## src/rtl/cbr_pkg.sv

```systemverilog
package cbr_pkg;

  typedef enum logic [1:0] {
    SRC_NONE = 2'd0,
    SRC_ROM  = 2'd1,
    SRC_RAM  = 2'd2,
    SRC_CLK  = 2'd3
  } rsp_src_e;

  // 8 KiB windows, picked by address bits 15:13
  localparam logic [2:0] WIN_ENABLE  = 3'd0;
  localparam logic [2:0] WIN_ROMSEL  = 3'd1;
  localparam logic [2:0] WIN_BANKSEL = 3'd2;
  localparam logic [2:0] WIN_LATCH   = 3'd3;
  localparam logic [2:0] WIN_EXTRAM  = 3'd5;

  localparam logic [7:0] ENABLE_KEY = 8'h0A;
  localparam logic [7:0] CLK_SEL_LO = 8'h08;
  localparam logic [7:0] CLK_SEL_HI = 8'h0C;

  typedef struct packed {
    logic [8:0] day;
    logic [4:0] hr;
    logic [5:0] min;
    logic [5:0] sec;
  } clk_time_t;

  function automatic logic [7:0] clk_byte(input clk_time_t t, input logic [2:0] idx);
    logic [7:0] b;
    case (idx)
      3'd0:    b = {2'b00, t.sec};
      3'd1:    b = {2'b00, t.min};
      3'd2:    b = {3'b000, t.hr};
      3'd3:    b = t.day[7:0];
      3'd4:    b = {7'b0000000, t.day[8]};
      default: b = 8'h00;
    endcase
    return b;
  endfunction

  function automatic clk_time_t clk_advance(input clk_time_t t);
    clk_time_t n;
    logic      s_wrap, m_wrap, h_wrap;
    n      = t;
    s_wrap = (t.sec >= 6'd59);
    m_wrap = (t.min >= 6'd59);
    h_wrap = (t.hr  >= 5'd23);
    n.sec  = s_wrap ? 6'd0 : t.sec + 6'd1;
    if (s_wrap)
      n.min = m_wrap ? 6'd0 : t.min + 6'd1;
    if (s_wrap && m_wrap)
      n.hr = h_wrap ? 5'd0 : t.hr + 5'd1;
    if (s_wrap && m_wrap && h_wrap)
      n.day = t.day + 9'd1;
    return n;
  endfunction

endpackage

```

## src/rtl/cbr_ctl.sv

```systemverilog
module cbr_ctl
  import cbr_pkg::*;
#(
  parameter int ROM_BW    = 7,
  parameter bit HAS_CLOCK = 1'b1
) (
  input  logic              clk,
  input  logic              rst,
  input  logic              wr_en,
  input  logic [2:0]        win,
  input  logic [7:0]        wdata,
  output logic              ram_en,
  output logic [ROM_BW-1:0] rom_bank,
  output logic [3:0]        bank_sel,
  output logic              latched,
  output logic              snap,
  output logic              clk_wr,
  output logic              is_clk_sel
);

  logic              clk_code;
  logic [ROM_BW-1:0] rom_req;

  assign clk_code   = HAS_CLOCK && (wdata >= CLK_SEL_LO) && (wdata <= CLK_SEL_HI);
  assign rom_req    = wdata[ROM_BW-1:0];
  assign is_clk_sel = HAS_CLOCK && bank_sel[3];
  assign snap       = wr_en && (win == WIN_LATCH) && wdata[0];
  assign clk_wr     = wr_en && (win == WIN_EXTRAM) && is_clk_sel;

  always_ff @(posedge clk) begin
    if (rst) begin
      ram_en   <= 1'b0;
      rom_bank <= ROM_BW'(1);
      bank_sel <= 4'd0;
      latched  <= 1'b0;
    end else if (wr_en) begin
      case (win)
        WIN_ENABLE:  ram_en   <= (wdata == ENABLE_KEY);
        WIN_ROMSEL:  rom_bank <= (rom_req == '0) ? ROM_BW'(1) : rom_req;
        WIN_BANKSEL: bank_sel <= clk_code ? wdata[3:0] : {2'b00, wdata[1:0]};
        WIN_LATCH:   latched  <= wdata[0];
        default: ;
      endcase
    end
  end

  // the ROM bank never reads as zero
  a_r3_bank_nonzero: assert property (@(posedge clk) disable iff (rst)
    wr_en |=> (rom_bank != '0));

  // selector holds only a RAM bank code or a clock code
  a_r5_sel_legal: assert property (@(posedge clk) disable iff (rst)
    (bank_sel <= 4'd3) || ((bank_sel >= 4'd8) && (bank_sel <= 4'd12)));

  // enable follows the key byte
  a_r2_enable_key: assert property (@(posedge clk) disable iff (rst)
    (wr_en && (win == WIN_ENABLE)) |=> (ram_en == ($past(wdata) == ENABLE_KEY)));

endmodule

```

## src/rtl/cbr_rtc.sv

```systemverilog
module cbr_rtc
  import cbr_pkg::*;
#(
  parameter bit HAS_CLOCK = 1'b1
) (
  input  logic       clk,
  input  logic       rst,
  input  logic       tick,
  input  logic       wr_en,
  input  logic [2:0] idx,
  input  logic [7:0] wdata,
  input  logic       snap,
  input  logic       latched,
  output logic [7:0] rd_byte
);

  generate
    if (HAS_CLOCK) begin : g_clk
      clk_time_t live, held;

      always_ff @(posedge clk) begin
        if (rst) begin
          live <= '0;
          held <= '0;
        end else begin
          if (wr_en) begin
            case (idx)
              3'd0: live.sec      <= wdata[5:0];
              3'd1: live.min      <= wdata[5:0];
              3'd2: live.hr       <= wdata[4:0];
              3'd3: live.day[7:0] <= wdata;
              3'd4: live.day[8]   <= wdata[0];
              default: ;
            endcase
          end else if (tick) begin
            live <= clk_advance(live);
          end
          if (snap)
            held <= live;
        end
      end

      assign rd_byte = clk_byte(latched ? held : live, idx);

      // held copy changes only on a snapshot command
      a_r10_held_stable: assert property (@(posedge clk) disable iff (rst)
        !snap |=> $stable(held));

      // counting keeps seconds in range
      a_r9_sec_range: assert property (@(posedge clk) disable iff (rst)
        ((live.sec < 6'd60) && !wr_en) |=> (live.sec < 6'd60));

      // counting keeps hours in range
      a_r9_hr_range: assert property (@(posedge clk) disable iff (rst)
        ((live.hr < 5'd24) && !wr_en) |=> (live.hr < 5'd24));

      // a seconds write lands in the live seconds register
      a_r8_sec_write: assert property (@(posedge clk) disable iff (rst)
        (wr_en && (idx == 3'd0)) |=> (live.sec == $past(wdata[5:0])));
    end else begin : g_noclk
      assign rd_byte = 8'h00;
    end
  endgenerate

endmodule

```

## src/rtl/cbr_map.sv

```systemverilog
module cbr_map
  import cbr_pkg::*;
#(
  parameter int ROM_BW    = 7,
  parameter int ROM_BANKS = 64,
  parameter int RAM_BW    = 1,
  parameter int RAM_BANKS = 2,
  localparam int ROM_AW   = ROM_BW + 14,
  localparam int RAM_AW   = RAM_BW + 13
) (
  input  logic              clk,
  input  logic              rst,
  input  logic              rd_en,
  input  logic              wr_en,
  input  logic [15:0]       addr,
  input  logic [7:0]        wdata,
  input  logic [ROM_BW-1:0] rom_bank,
  input  logic [3:0]        bank_sel,
  input  logic              is_clk_sel,
  input  logic [7:0]        clk_byte_in,
  output logic              rd_valid,
  output rsp_src_e          src,
  output logic [7:0]        clk_q,
  output logic              rom_rd,
  output logic [ROM_AW-1:0] rom_addr,
  output logic              ram_rd,
  output logic              ram_we,
  output logic [RAM_AW-1:0] ram_addr,
  output logic [7:0]        ram_wdata
);

  localparam logic [ROM_BW:0] ROM_LIM = (ROM_BW + 1)'(ROM_BANKS);
  localparam logic [4:0]      RAM_LIM = 5'(RAM_BANKS);

  logic rom_ok, ram_ok, in_ram_win;

  assign rom_ok     = ({1'b0, rom_bank} < ROM_LIM);
  assign ram_ok     = !is_clk_sel && ({1'b0, bank_sel} < RAM_LIM);
  assign in_ram_win = (addr[15:13] == WIN_EXTRAM);

  always_ff @(posedge clk) begin
    if (rst) begin
      rd_valid  <= 1'b0;
      src       <= SRC_NONE;
      clk_q     <= 8'h00;
      rom_rd    <= 1'b0;
      rom_addr  <= '0;
      ram_rd    <= 1'b0;
      ram_we    <= 1'b0;
      ram_addr  <= '0;
      ram_wdata <= 8'h00;
    end else begin
      rd_valid <= rd_en;
      rom_rd   <= 1'b0;
      ram_rd   <= 1'b0;
      ram_we   <= 1'b0;
      src      <= SRC_NONE;
      if (rd_en) begin
        if (!addr[15]) begin
          if (!addr[14]) begin
            rom_rd   <= 1'b1;
            src      <= SRC_ROM;
            rom_addr <= {{ROM_BW{1'b0}}, addr[13:0]};
          end else if (rom_ok) begin
            rom_rd   <= 1'b1;
            src      <= SRC_ROM;
            rom_addr <= {rom_bank, addr[13:0]};
          end
        end else if (in_ram_win) begin
          if (is_clk_sel) begin
            src   <= SRC_CLK;
            clk_q <= clk_byte_in;
          end else if (ram_ok) begin
            ram_rd   <= 1'b1;
            src      <= SRC_RAM;
            ram_addr <= {bank_sel[RAM_BW-1:0], addr[12:0]};
          end
        end
      end else if (wr_en && in_ram_win && ram_ok) begin
        ram_we    <= 1'b1;
        ram_addr  <= {bank_sel[RAM_BW-1:0], addr[12:0]};
        ram_wdata <= wdata;
      end
    end
  end

  // one response per read request, one cycle later
  a_r11_rsp_follows: assert property (@(posedge clk) disable iff (rst)
    rd_en |=> rd_valid);
  a_r11_no_spurious: assert property (@(posedge clk) disable iff (rst)
    !rd_en |=> !rd_valid);

  // no RAM write strobe for an unbacked bank or a clock select
  a_r7_oob_no_write: assert property (@(posedge clk) disable iff (rst)
    (wr_en && in_ram_win && !ram_ok) |=> !ram_we);

  // ROM strobe never points at a bank beyond the limit
  a_r4_rom_limit: assert property (@(posedge clk) disable iff (rst)
    rom_rd |-> ({1'b0, rom_addr[ROM_AW-1:14]} < ROM_LIM));

  // the memory strobes are mutually exclusive
  a_r6_strobe_excl: assert property (@(posedge clk) disable iff (rst)
    $countones({rom_rd, ram_rd, ram_we}) <= 1);

endmodule

```

## src/rtl/cart_bank_rtc.sv

```systemverilog
module cart_bank_rtc
  import cbr_pkg::*;
#(
  parameter int ROM_BW    = 7,
  parameter int ROM_BANKS = 64,
  parameter int RAM_BANKS = 2,
  parameter bit HAS_CLOCK = 1'b1,
  localparam int RAM_BW   = (RAM_BANKS > 1) ? $clog2(RAM_BANKS) : 1,
  localparam int ROM_AW   = ROM_BW + 14,
  localparam int RAM_AW   = RAM_BW + 13
) (
  input  logic              clk,
  input  logic              rst,
  input  logic              bus_wr,
  input  logic              bus_rd,
  input  logic [15:0]       bus_addr,
  input  logic [7:0]        bus_wdata,
  input  logic              rtc_tick,
  output logic              rd_valid,
  output logic [7:0]        rd_data,
  output logic              rom_rd,
  output logic [ROM_AW-1:0] rom_addr,
  input  logic [7:0]        rom_rdata,
  output logic              ram_rd,
  output logic              ram_we,
  output logic [RAM_AW-1:0] ram_addr,
  output logic [7:0]        ram_wdata,
  input  logic [7:0]        ram_rdata,
  output logic              ram_en
);

  logic [ROM_BW-1:0] rom_bank;
  logic [3:0]        bank_sel;
  logic              latched, snap, clk_wr, is_clk_sel;
  logic [7:0]        clk_byte_now, clk_q;
  rsp_src_e          src;

  cbr_ctl #(.ROM_BW(ROM_BW), .HAS_CLOCK(HAS_CLOCK)) u_ctl (
    .clk       (clk),
    .rst       (rst),
    .wr_en     (bus_wr),
    .win       (bus_addr[15:13]),
    .wdata     (bus_wdata),
    .ram_en    (ram_en),
    .rom_bank  (rom_bank),
    .bank_sel  (bank_sel),
    .latched   (latched),
    .snap      (snap),
    .clk_wr    (clk_wr),
    .is_clk_sel(is_clk_sel)
  );

  cbr_rtc #(.HAS_CLOCK(HAS_CLOCK)) u_rtc (
    .clk    (clk),
    .rst    (rst),
    .tick   (rtc_tick),
    .wr_en  (clk_wr),
    .idx    (bank_sel[2:0]),
    .wdata  (bus_wdata),
    .snap   (snap),
    .latched(latched),
    .rd_byte(clk_byte_now)
  );

  cbr_map #(
    .ROM_BW   (ROM_BW),
    .ROM_BANKS(ROM_BANKS),
    .RAM_BW   (RAM_BW),
    .RAM_BANKS(RAM_BANKS)
  ) u_map (
    .clk        (clk),
    .rst        (rst),
    .rd_en      (bus_rd),
    .wr_en      (bus_wr),
    .addr       (bus_addr),
    .wdata      (bus_wdata),
    .rom_bank   (rom_bank),
    .bank_sel   (bank_sel),
    .is_clk_sel (is_clk_sel),
    .clk_byte_in(clk_byte_now),
    .rd_valid   (rd_valid),
    .src        (src),
    .clk_q      (clk_q),
    .rom_rd     (rom_rd),
    .rom_addr   (rom_addr),
    .ram_rd     (ram_rd),
    .ram_we     (ram_we),
    .ram_addr   (ram_addr),
    .ram_wdata  (ram_wdata)
  );

  always_comb begin
    case (src)
      SRC_ROM: rd_data = rom_rdata;
      SRC_RAM: rd_data = ram_rdata;
      SRC_CLK: rd_data = clk_q;
      default: rd_data = 8'h00;
    endcase
  end

  // a response with no backing source reads as zero
  a_r11_zero_fill: assert property (@(posedge clk) disable iff (rst)
    (rd_valid && !rom_rd && !ram_rd && (src != SRC_CLK)) |-> (rd_data == 8'h00));

endmodule

```

## config.mk

```make
export PLATFORM = sky130hd
export DESIGN_NAME = cart_bank_rtc
export DESIGN_NICKNAME = d
export VERILOG_FILES = /design/src/rtl/cbr_pkg.sv /design/src/rtl/cbr_ctl.sv /design/src/rtl/cbr_rtc.sv /design/src/rtl/cbr_map.sv /design/src/rtl/cart_bank_rtc.sv
export SDC_FILE = /design/constraint.sdc
export NUM_CORES = 1
export LEC_CHECK = 0
export BUFFER_PORTS_ARGS = -buffer_cell sky130_fd_sc_hd__buf_4
export CELL_PAD_IN_SITES_DETAIL_PLACEMENT = 0
export CELL_PAD_IN_SITES_GLOBAL_PLACEMENT = 1
export CORE_UTILIZATION = 30
export CTS_CLUSTER_DIAMETER = 60
export DETAILED_ROUTE_END_ITERATION = 10
export PLACE_DENSITY = 0.59
export SETUP_SLACK_MARGIN = 0.5
export SLEW_MARGIN = 15
export SYNTH_ARGS = -nofsm -noshare
export SYNTH_HDL_FRONTEND = slang
export SYNTH_SLANG_ARGS = --single-unit
```

## constraint.sdc

```tcl
create_clock -name clk -period 2.2 [get_ports clk]
set_input_delay 0.33 -clock clk [delete_from_list [all_inputs] [get_ports clk]]
set_output_delay 0.33 -clock clk [all_outputs]
set_load 0.02 [all_outputs]
```

==> results of run 1 <==
## flip-flops by register name, summed over array words and instances, names as in the netlist, 2 cells and up
register and cells:
u_ctl.bank_sel 4, u_ctl.rom_bank 7, u_map.clk_q 8, u_map.ram_addr 14, u_map.ram_wdata 8, u_map.rom_addr 21, u_map.src 2, u_rtc.g_clk.held 26
u_rtc.g_clk.live 26
## synth_stat cells (all sizes together) (4+ instances only)
master  count
a21oi      57
nor2       85
inv         7
nor3b       4
clkbuf     22
nand3      22
ha          4
o32ai       4
and3        9
nand2      68
buf        22
nor3       19
a211oi      4
o22ai      10
o21ai      30
a22o        9
nor2b       4
mux2i      74
a31oi       7
dfxtp     122
mux2       13
## where the power goes
group	internal, mW	switching, mW	leakage [nW]	total [mW]
combinational	0.175	0.226	1.86	0.401
clock	1.75	0.988	0.277	2.74
sequential	2.24	0.0268	0.996	2.26
total	4.16	1.24	3.14	5.41
## what timing repair did
| item | 4_1_cts | 5_1_grt |
|---|---|---|
| cloned | 1 | 1 |
| resized for setup | 54 | 29 |
| setup buffers | 4 | 5 |
| hold endpoints to repair | 0 | 0 |
| endpoints found under the setup margin | 64 | 41 |
| pin swaps | 6 | 11 |
## per-stage QoR
| step | hold slack [ns] | total power, mW | setup TNS [ns] | instance area, sq um | util (%) |
|---|---|---|---|---|---|
| finish | 0.156 | 5.41 | 0 | 7680 | 41.1 |
| global route | 0.163 | 5.60 | 0 | 7680 | 41.1 |
| CTS | 0.147 | 5.46 | 0 | 7520 | 40.2 |
| detailed placement | 0.447 | 2.69 | -0.0789 | 6740 | 36.0 |
| global placement | 0.444 | 2.68 | -0.0376 | 6740 | 36.0 |
| floorplan | 0.437 | 2.51 | 0 | 5730 | - |
## kinds of logic (layout without fill, tap and decap cells)
logic type               count (synthesis)  after routing  share of synthesized area [%]
AO/OA/AOI/OAI                          146            147                           16.5
XOR/XNOR                                 1              1                          0.153
adder cells (fa/ha/maj)                  5              5                           1.05
buffers and inverters                   51            165                           4.39
flip-flops                             122            122                           42.6
multiplexers                            87             87                           15.7
AND/OR/NAND/NOR                        237            238                           19.7
## layer usage
metal,vias to the layer above,global-route usage [%]
li1,2544,-
met1,2500,23.2
met2,99,31.6
met3,20,4.27
met4,0,6.13
met5,-,0
## worst reg2reg max path, stage by stage, from the launching register on
cell and delay, ns:
dfxtp_4 0.37, ha_4 0.16, o2111a_4 0.27, nand3_4 0.14
or2_1 0.26, a221o_1 0.32, o21ai_0 0.07
## how the worst min path moves through the flow
| stage | startpoint | endpoint | slack, ns | depth (start not counted) |
|---|---|---|---|---|
| after CTS | bus_addr[4] | u_map.ram_addr[4]$_SDFFE_PP0P_ | 0.15 | 3 |
| after global routing | bus_addr[11] | u_map.ram_addr[11]$_SDFFE_PP0P_ | 0.16 | 3 |
| after global placement | u_map.rom_addr[1]$_SDFFE_PP0P_ | u_map.rom_addr[1]$_SDFFE_PP0P_ | 0.44 | 2 |
| after floorplan | u_ctl.rom_bank[1]$_SDFFE_PP0P_ | u_ctl.rom_bank[1]$_SDFFE_PP0P_ | 0.44 | 2 |
| after detailed placement | u_ctl.rom_bank[4]$_SDFFE_PP0P_ | u_ctl.rom_bank[4]$_SDFFE_PP0P_ | 0.45 | 2 |
| final | bus_addr[4] | u_map.ram_addr[4]$_SDFFE_PP0P_ | 0.16 | 3 |
## final cells by class
class | count | area share [%]
multi-input cells | 478 | 42.5
flip-flops and latches | 122 | 32.3
repair buffers | 126 | 13.6
clock buffers | 25 | 6.32
well taps | 234 | 3.81
clock inverters | 7 | 1.17
inverters | 7 | 0.342
## cell usage in the layout, fill, tap and decap left out, types with 8 or more instances in the layout
| master | instances |
|---|---|
| o22ai_1 | 10 |
| buf_4 | 110 |
| nor3_1 | 17 |
| buf_6 | 12 |
| mux2i_1 | 73 |
| dfxtp_1 | 107 |
| dfxtp_4 | 8 |
| clkbuf_16 | 17 |
| a21oi_1 | 54 |
| nand2_1 | 66 |
| mux2_4 | 8 |
| a22o_1 | 9 |
| nor2_1 | 83 |
| o21ai_0 | 24 |
| nand3_1 | 21 |
==> summary.md, run 1 <==
| Metric | Value |
|---|---|
| Final Max Slew Viols | `0` |
| DRT Pass-1 Iters | `4` |
| Arrival @ worst endpoint | `approximately 1.5 ns` |
| Sum of net half-perimeters after detailed placement | `11.9 mm` |
| Prevailing post-synth register cell | `dfxtp_1` |
| # nets final | `801` |
| Top-area cell type share of the netlist area | `42.6%` |
| Cell type of the slowest stage on the worst timing path | `dfxtp_4` |
| Area growth, synth to finish | `34.0%` |
| Total global-route track usage | `18.6%` |
| CTS HTree Levels | `4` |
| Max rail drop VDD | `between 0.5 and 0.6 mV` |
| Routed length on met3 | `roughly 630 microns` |
| Clk pin slew, worst setup/hold paths | `0.06 ns` |
| Count of standard-cell rows | `50` |
| Ranking of synthesized cells by area | `dfxtp_1 (43%), mux2i_1 (13%), nor2_1 (5.5%), a21oi_1 (4.8%), nand2_1 (4.4%)` |
| Antenna Nets Post-Route | `0` |
| Global placement routability congestion | `0.798` |
| # placed instances | `about 960` |
| Area of the core region | `roughly 19000 sq um` |
| Routed len/inst | `18.0 microns` |
| Worst setup path class | `reg2out` |
| Period Utilization, post-route | `approximately 84%` |
| Layout cell share with drive strength beyond 1 | `28.8%` |
| FF-to-FF Start | `u_rtc.g_clk.live[1]$_SDFFE_PP0P_` |
| Seq/Total Area, Yosys | `42.6%` |
| Number of global-route vias before repair | `5139` |
| Worst slack at placement | `-0.0789 ns` |
| Count of filler cells inserted in the layout | `~1.8k` |
| Delay contributed by the slowest stage of the critical path | `0.37 ns` |
| Critical path launch point type | `register` |
| Internal reg-to-reg setup slack | `roughly 0.54 ns` |
| Net count of the mapped netlist | `698` |
| Worst-case clock skew | `0.0104 ns` |
| Number of enable flip-flop cells after synthesis | `0` |
| Required time of the critical path | `1.87 ns` |
| Tightest Pin Transition | `between 0.7 and 0.8 ns` |
| Synth Register Bits | `122` |
| Combined flip-flop and latch cell area | `2480 sq um` |
| CTS sink count | `122` |
| Worst path cell trace | `buf_6 > mux2_4 > a22o_1 > buf_6` |
| Asr flop ratio synth | `0%` |
| Outcome | `finished clean` |
| DIE WIDTH | `140 microns` |
| Count of pins on the block boundary | `between 100 and 150` |
| Number of setup violations in the final report | `0` |
| Drt first-iter violations | `approximately 300` |
| Via count | `5163` |
| Final WS setup | `0.352 ns` |
| Floorplan die height | `around 140 microns` |
| Cell class contributing the biggest share of worst-path delay | `flip-flops` |
| Crit path to | `rd_data[2]` |
| Worst R2R End | `u_rtc.g_clk.live[25]$_SDFFE_PP0P_` |
| Number of buffer and inverter instances along the worst setup path | `2` |
| Count of distinct cell types in the synthesized netlist | `72` |
| Path length in cells of the critical path | `4` |
| Number of cells traversed by the worst register-to-register path | `6` |
| Pin count of the biggest net entering global routing | `111` |
| Root buffer selected by CTS | `clkbuf_16` |
| Slew Limit Headroom | `51.6%` |
| Biggest area consumer among synthesized cells | `dfxtp_1` |
| Overflow left after global routing | `0` |
| Final Non-Filler Cells | `about 1000` |
| Wirelength, routed | `18.0 mm` |
| Max Fanout on Critical Path | `4` |
| Highest metal layer used by the detailed router | `met4` |
| Starting density of the core | `30.7%` |
| Total of max-cap violations | `0` |
| CTS tree | `built` |
| PD cells | `approximately 700 nW/um^2` |
| Leakage power of the design | `3.14 nW` |
| Residual DRC | `0` |
| Footprint of the multi-input gates | `3270 sq um` |
| Achievable frequency | `around 540 MHz` |
| Path category of the worst min-delay check | `in2reg` |
| # diodes | `0` |
| Via density per instance | `5.17` |
| CP Capture Type | `output pin` |
| Antenna violations before repair | `0` |
| Startpoint of the most critical setup path | `u_map.src[1]$_SDFF_PP0_` |
| Insertion delay to the later sink of the worst-skew pair | `about 0.42 ns` |
| Most frequent cell on the critical path | `buf_6` |
| Per-instance average area after synthesis | `8.84 sq um` |
| Post-synthesis cell count | `about 650` |
| Detail Route met2 WL | `~9 mm` |
| Setup repair after global routing missed its margin | `yes` |
| Met1 wire length | `just over 8 mm` |
| IO buf count | `100` |
| Final critical-path required period | `1.85 ns` |
| Worst-case clock buffer depth | `2` |
| Number of synthesis warnings | `0` |
| Final Hold Fails | `0` |
| Clock buffer count from CTS | `17` |
| Die area | `19700 sq um` |
| Wire length of the first global-routing pass | `28.1 mm` |
| Cts hold-fix bufs | `0` |
| Post-synthesis instance area | `5730 sq um` |
Power figures use the tool's default switching activity.
==> inputs of run 2 (changes only) <==
Clock period 2.2 ns to 1.9 ns, I/O delays scaled along.
==> run 2 against run 1 <==
Worst hold slack worse by 0.048 ns. Global-route usage up 1.9 points. Routed wire length up 10%. Clock power grew 28%. Critical path type unchanged.
==> summary.md, run 2 (synthesis results as in run 1) <==
| Metric | Value |
|---|---|
| IO buf count | `100 (unchanged)` |
| Final Max Slew Viols | `0 (unchanged)` |
| Outcome | `finished clean` |
| Setup TNS | `0 ns (unchanged)` |
| Count of standard-cell rows | `50 (unchanged)` |
| CTS sink count | `122 (unchanged)` |
| CTS HTree Levels | `4 (unchanged)` |
| Part of the power in the clock network | `52.7% (+2.0 points)` |
| Worst-case clock skew | `0.00749 ns (-0.00291 ns)` |
| Wirelength, routed | `19.8 mm (+10%)` |
| Slew Limit Headroom | `53.9% (+2.3 points)` |
| Power spent charging and discharging nets | `1.60 mW (+29%)` |
| Layout cell share with drive strength beyond 1 | `44.9% (+16 points)` |
| Worst setup path class | `reg2out` |
| Max rail drop VDD | `0.573 mV (+13%)` |
| Routed len/inst | `18.7 microns (+4.1%)` |
| Internal reg-to-reg setup slack | `0.26 ns (-0.28 ns)` |
| Highest-count cells in the layout ignoring fill and taps | `buf_4 (140), dfxtp_1 (103), nor2_1 (76)` |
| Wire length of the first global-routing pass | `30.9 mm (+9.7%)` |
| Achievable frequency | `552 MHz` |
| CTS tree | `built` |
| Clk pin slew, worst setup/hold paths | `0.06 ns (about the same)` |
| Residual DRC | `0 (unchanged)` |
| Insertion delay to the later sink of the worst-skew pair | `0.42 ns (about the same)` |
| DRT Pass-1 Iters | `4 (unchanged)` |
| Worst R2R End | `u_rtc.g_clk.live[25]$_SDFFE_PP0P_` |
| CP Capture Type | `output pin` |
| Antenna Nets Post-Route | `0 (unchanged)` |
| Top Registers | `u_rtc.g_clk.held (26), u_rtc.g_clk.live (26), u_map.rom_addr (21)` |
| Max Fanout on Critical Path | `4 (unchanged)` |
| Number of setup violations in the final report | `0 (unchanged)` |
| Count of pins on the block boundary | `101 (unchanged)` |
| Leakage power of the design | `3.58 nW (+14%)` |
| Arrival @ worst endpoint | `1.53 ns (about the same)` |
| Path category of the worst min-delay check | `in2reg` |
| FF-to-FF Start | `u_rtc.g_clk.live[1]$_SDFFE_PP0P_` |
| PD cells | `741 nW/um^2 (+5.4%)` |
| Area growth, synth to finish | `56.8%` |
| Crit path to | `rd_data[2]` |
| Number of cells traversed by the worst register-to-register path | `6 (unchanged)` |
| Starting density of the core | `30.7% (unchanged)` |
| Required time of the critical path | `1.62 ns (-0.25 ns)` |
| Overflow left after global routing | `0 (unchanged)` |
| Period Utilization, post-route | `95.4%` |
| Total power | `6.67 mW (+23%)` |
| Via count | `5539 (+7.3%)` |
| Final design utilization | `48.1% (+7.0 points)` |
| # diodes | `0 (unchanged)` |
| Startpoint of the most critical setup path | `u_map.src[1]$_SDFF_PP0_` |
| DIE WIDTH | `140 microns (unchanged)` |
| Cell type of the slowest stage on the worst timing path | `dfxtp_4` |
| Worst-case clock buffer depth | `2 (unchanged)` |
| Final worst hold slack | `0.107 ns (-0.0483 ns)` |
| Antenna violations before repair | `0 (unchanged)` |
| Number of global-route vias before repair | `5658 (+10%)` |
| Delay contributed by the slowest stage of the critical path | `0.36 ns (about the same)` |
| Global placement routability congestion | `0.804 (+0.78%)` |
| Cts hold-fix bufs | `0 (unchanged)` |
| # nets final | `858 (+7.1%)` |
| Root buffer selected by CTS | `clkbuf_16` |
| Pin count of the biggest net entering global routing | `111 (unchanged)` |
| Final Hold Fails | `0 (unchanged)` |
| Drt first-iter violations | `248 (-18%)` |
| Clock buffer count from CTS | `17 (unchanged)` |
| Internal Dissipation | `5.07 mW (+22%)` |
| Setup repair after global routing missed its margin | `yes` |
| Tightest Pin Transition | `0.690 ns (-0.0348 ns)` |
| Sum of net half-perimeters after detailed placement | `12.4 mm (+4.8%)` |
| Net switching fraction of the power | `23.9% (+0.97 points)` |
| Via density per instance | `5.25 (+1.5%)` |
| Floorplan die height | `140 microns (unchanged)` |
| Total of max-cap violations | `0 (unchanged)` |
| Final critical-path required period | `1.81 ns` |
| Share of power burned in registers | `39.2% (-2.7 points)` |
| Combinational Power Share | `8.1% (+0.7 points)` |
| Die area | `19700 sq um (unchanged)` |
| Most common cell after layout, fill and taps aside | `buf_4` |
| Total global-route track usage | `20.5% (+1.9 points)` |
| Area of the core region | `18700 sq um (unchanged)` |
| Worst path cell trace | `buf_12 > mux2_4 > a22o_1 > buf_6` |
| Critical path launch point type | `register` |
## run 2: cell types whose count changed in the layout (fill, tap and decap cells not counted), moves of 9 or more
cell / change
mux2i_2: +11
o21ai_0: -16
buf_6: +20
a21oi_1: -9
o22ai_1: -9
mux2i_1: -16
buf_4: +30
## run 2: how the worst min path moves through the flow
stage / endpoint / cells after the start / slack, ns / start
CTS: u_map.ram_addr[5]$_SDFFE_PP0P_ / 3 / 0.1 / bus_addr[5]
finish: u_map.ram_addr[3]$_SDFFE_PP0P_ / 3 / 0.11 / bus_addr[3]
global route: u_map.rom_addr[5]$_SDFFE_PP0P_ / 3 / 0.11 / bus_addr[5]
global placement: u_map.rom_addr[12]$_SDFFE_PP0P_ / 2 / 0.44 / u_map.rom_addr[12]$_SDFFE_PP0P_
floorplan: u_map.rd_valid$_SDFF_PP0_ / 2 / 0.42 / bus_rd
detailed placement: u_map.rom_addr[16]$_SDFFE_PP0P_ / 2 / 0.45 / u_map.rom_addr[16]$_SDFFE_PP0P_
## run 2: worst max-delay path, delay by kind of cell (launching register included)
| family | cells | cell delay [ns] |
|---|---|---|
| multiplexers | 1 | 0.29 |
| flip-flops | 1 | 0.36 |
| buffers and inverters | 2 | 0.26 |
| AO/OA/AOI/OAI | 1 | 0.20 |
## run 2: metal layers
metal  GRT usage [%]  routed length (microns)  vias up
met2            36.0                    10100      145
met4            8.79                      520        0
met1            24.5                     8310     2700
met5               0                        0        -
li1                -                        -     2658
met3            3.62                      866       36
## run 2: power by group through the flow
stage	Clock (mW)	Sequential [mW]	Combinational [mW]
2_1_floorplan	0	2.71	0.201
3_3_place_gp	0	2.68	0.449
3_5_place_dp	0	2.68	0.452
4_1_cts	3.57	2.61	0.510
5_1_grt	3.70	2.62	0.578
6_report	3.51	2.61	0.542
## run 2: what timing repair did
action / CTS / global route
resized for setup: 142 / 88
cloned: 4 / 1
setup buffers: 32 / 11
endpoints found under the setup margin: 66 / 65
pin swaps: 50 / 40
## run 2: through the flow
stage | cell area [sq um] | worst slack (ns) | instances
detailed placement | 6950 | -0.154 | 976
global route | 8990 | 0.0365 | 1056
floorplan | 5830 | 0.353 | 649
CTS | 8490 | 0.0542 | 1044
finish | 8990 | 0.0881 | 1056
global placement | 6950 | -0.183 | 976
## run 2: cell type report
type                       count  area, sq um
clock inverter                13          191
sequential                   122         2490
tap                          234          293
timing repair buffer         183         1630
inverter                       7         26.3
multi-input combinational    478         3920
fill                        1731         9710
clock buffer                  19          443
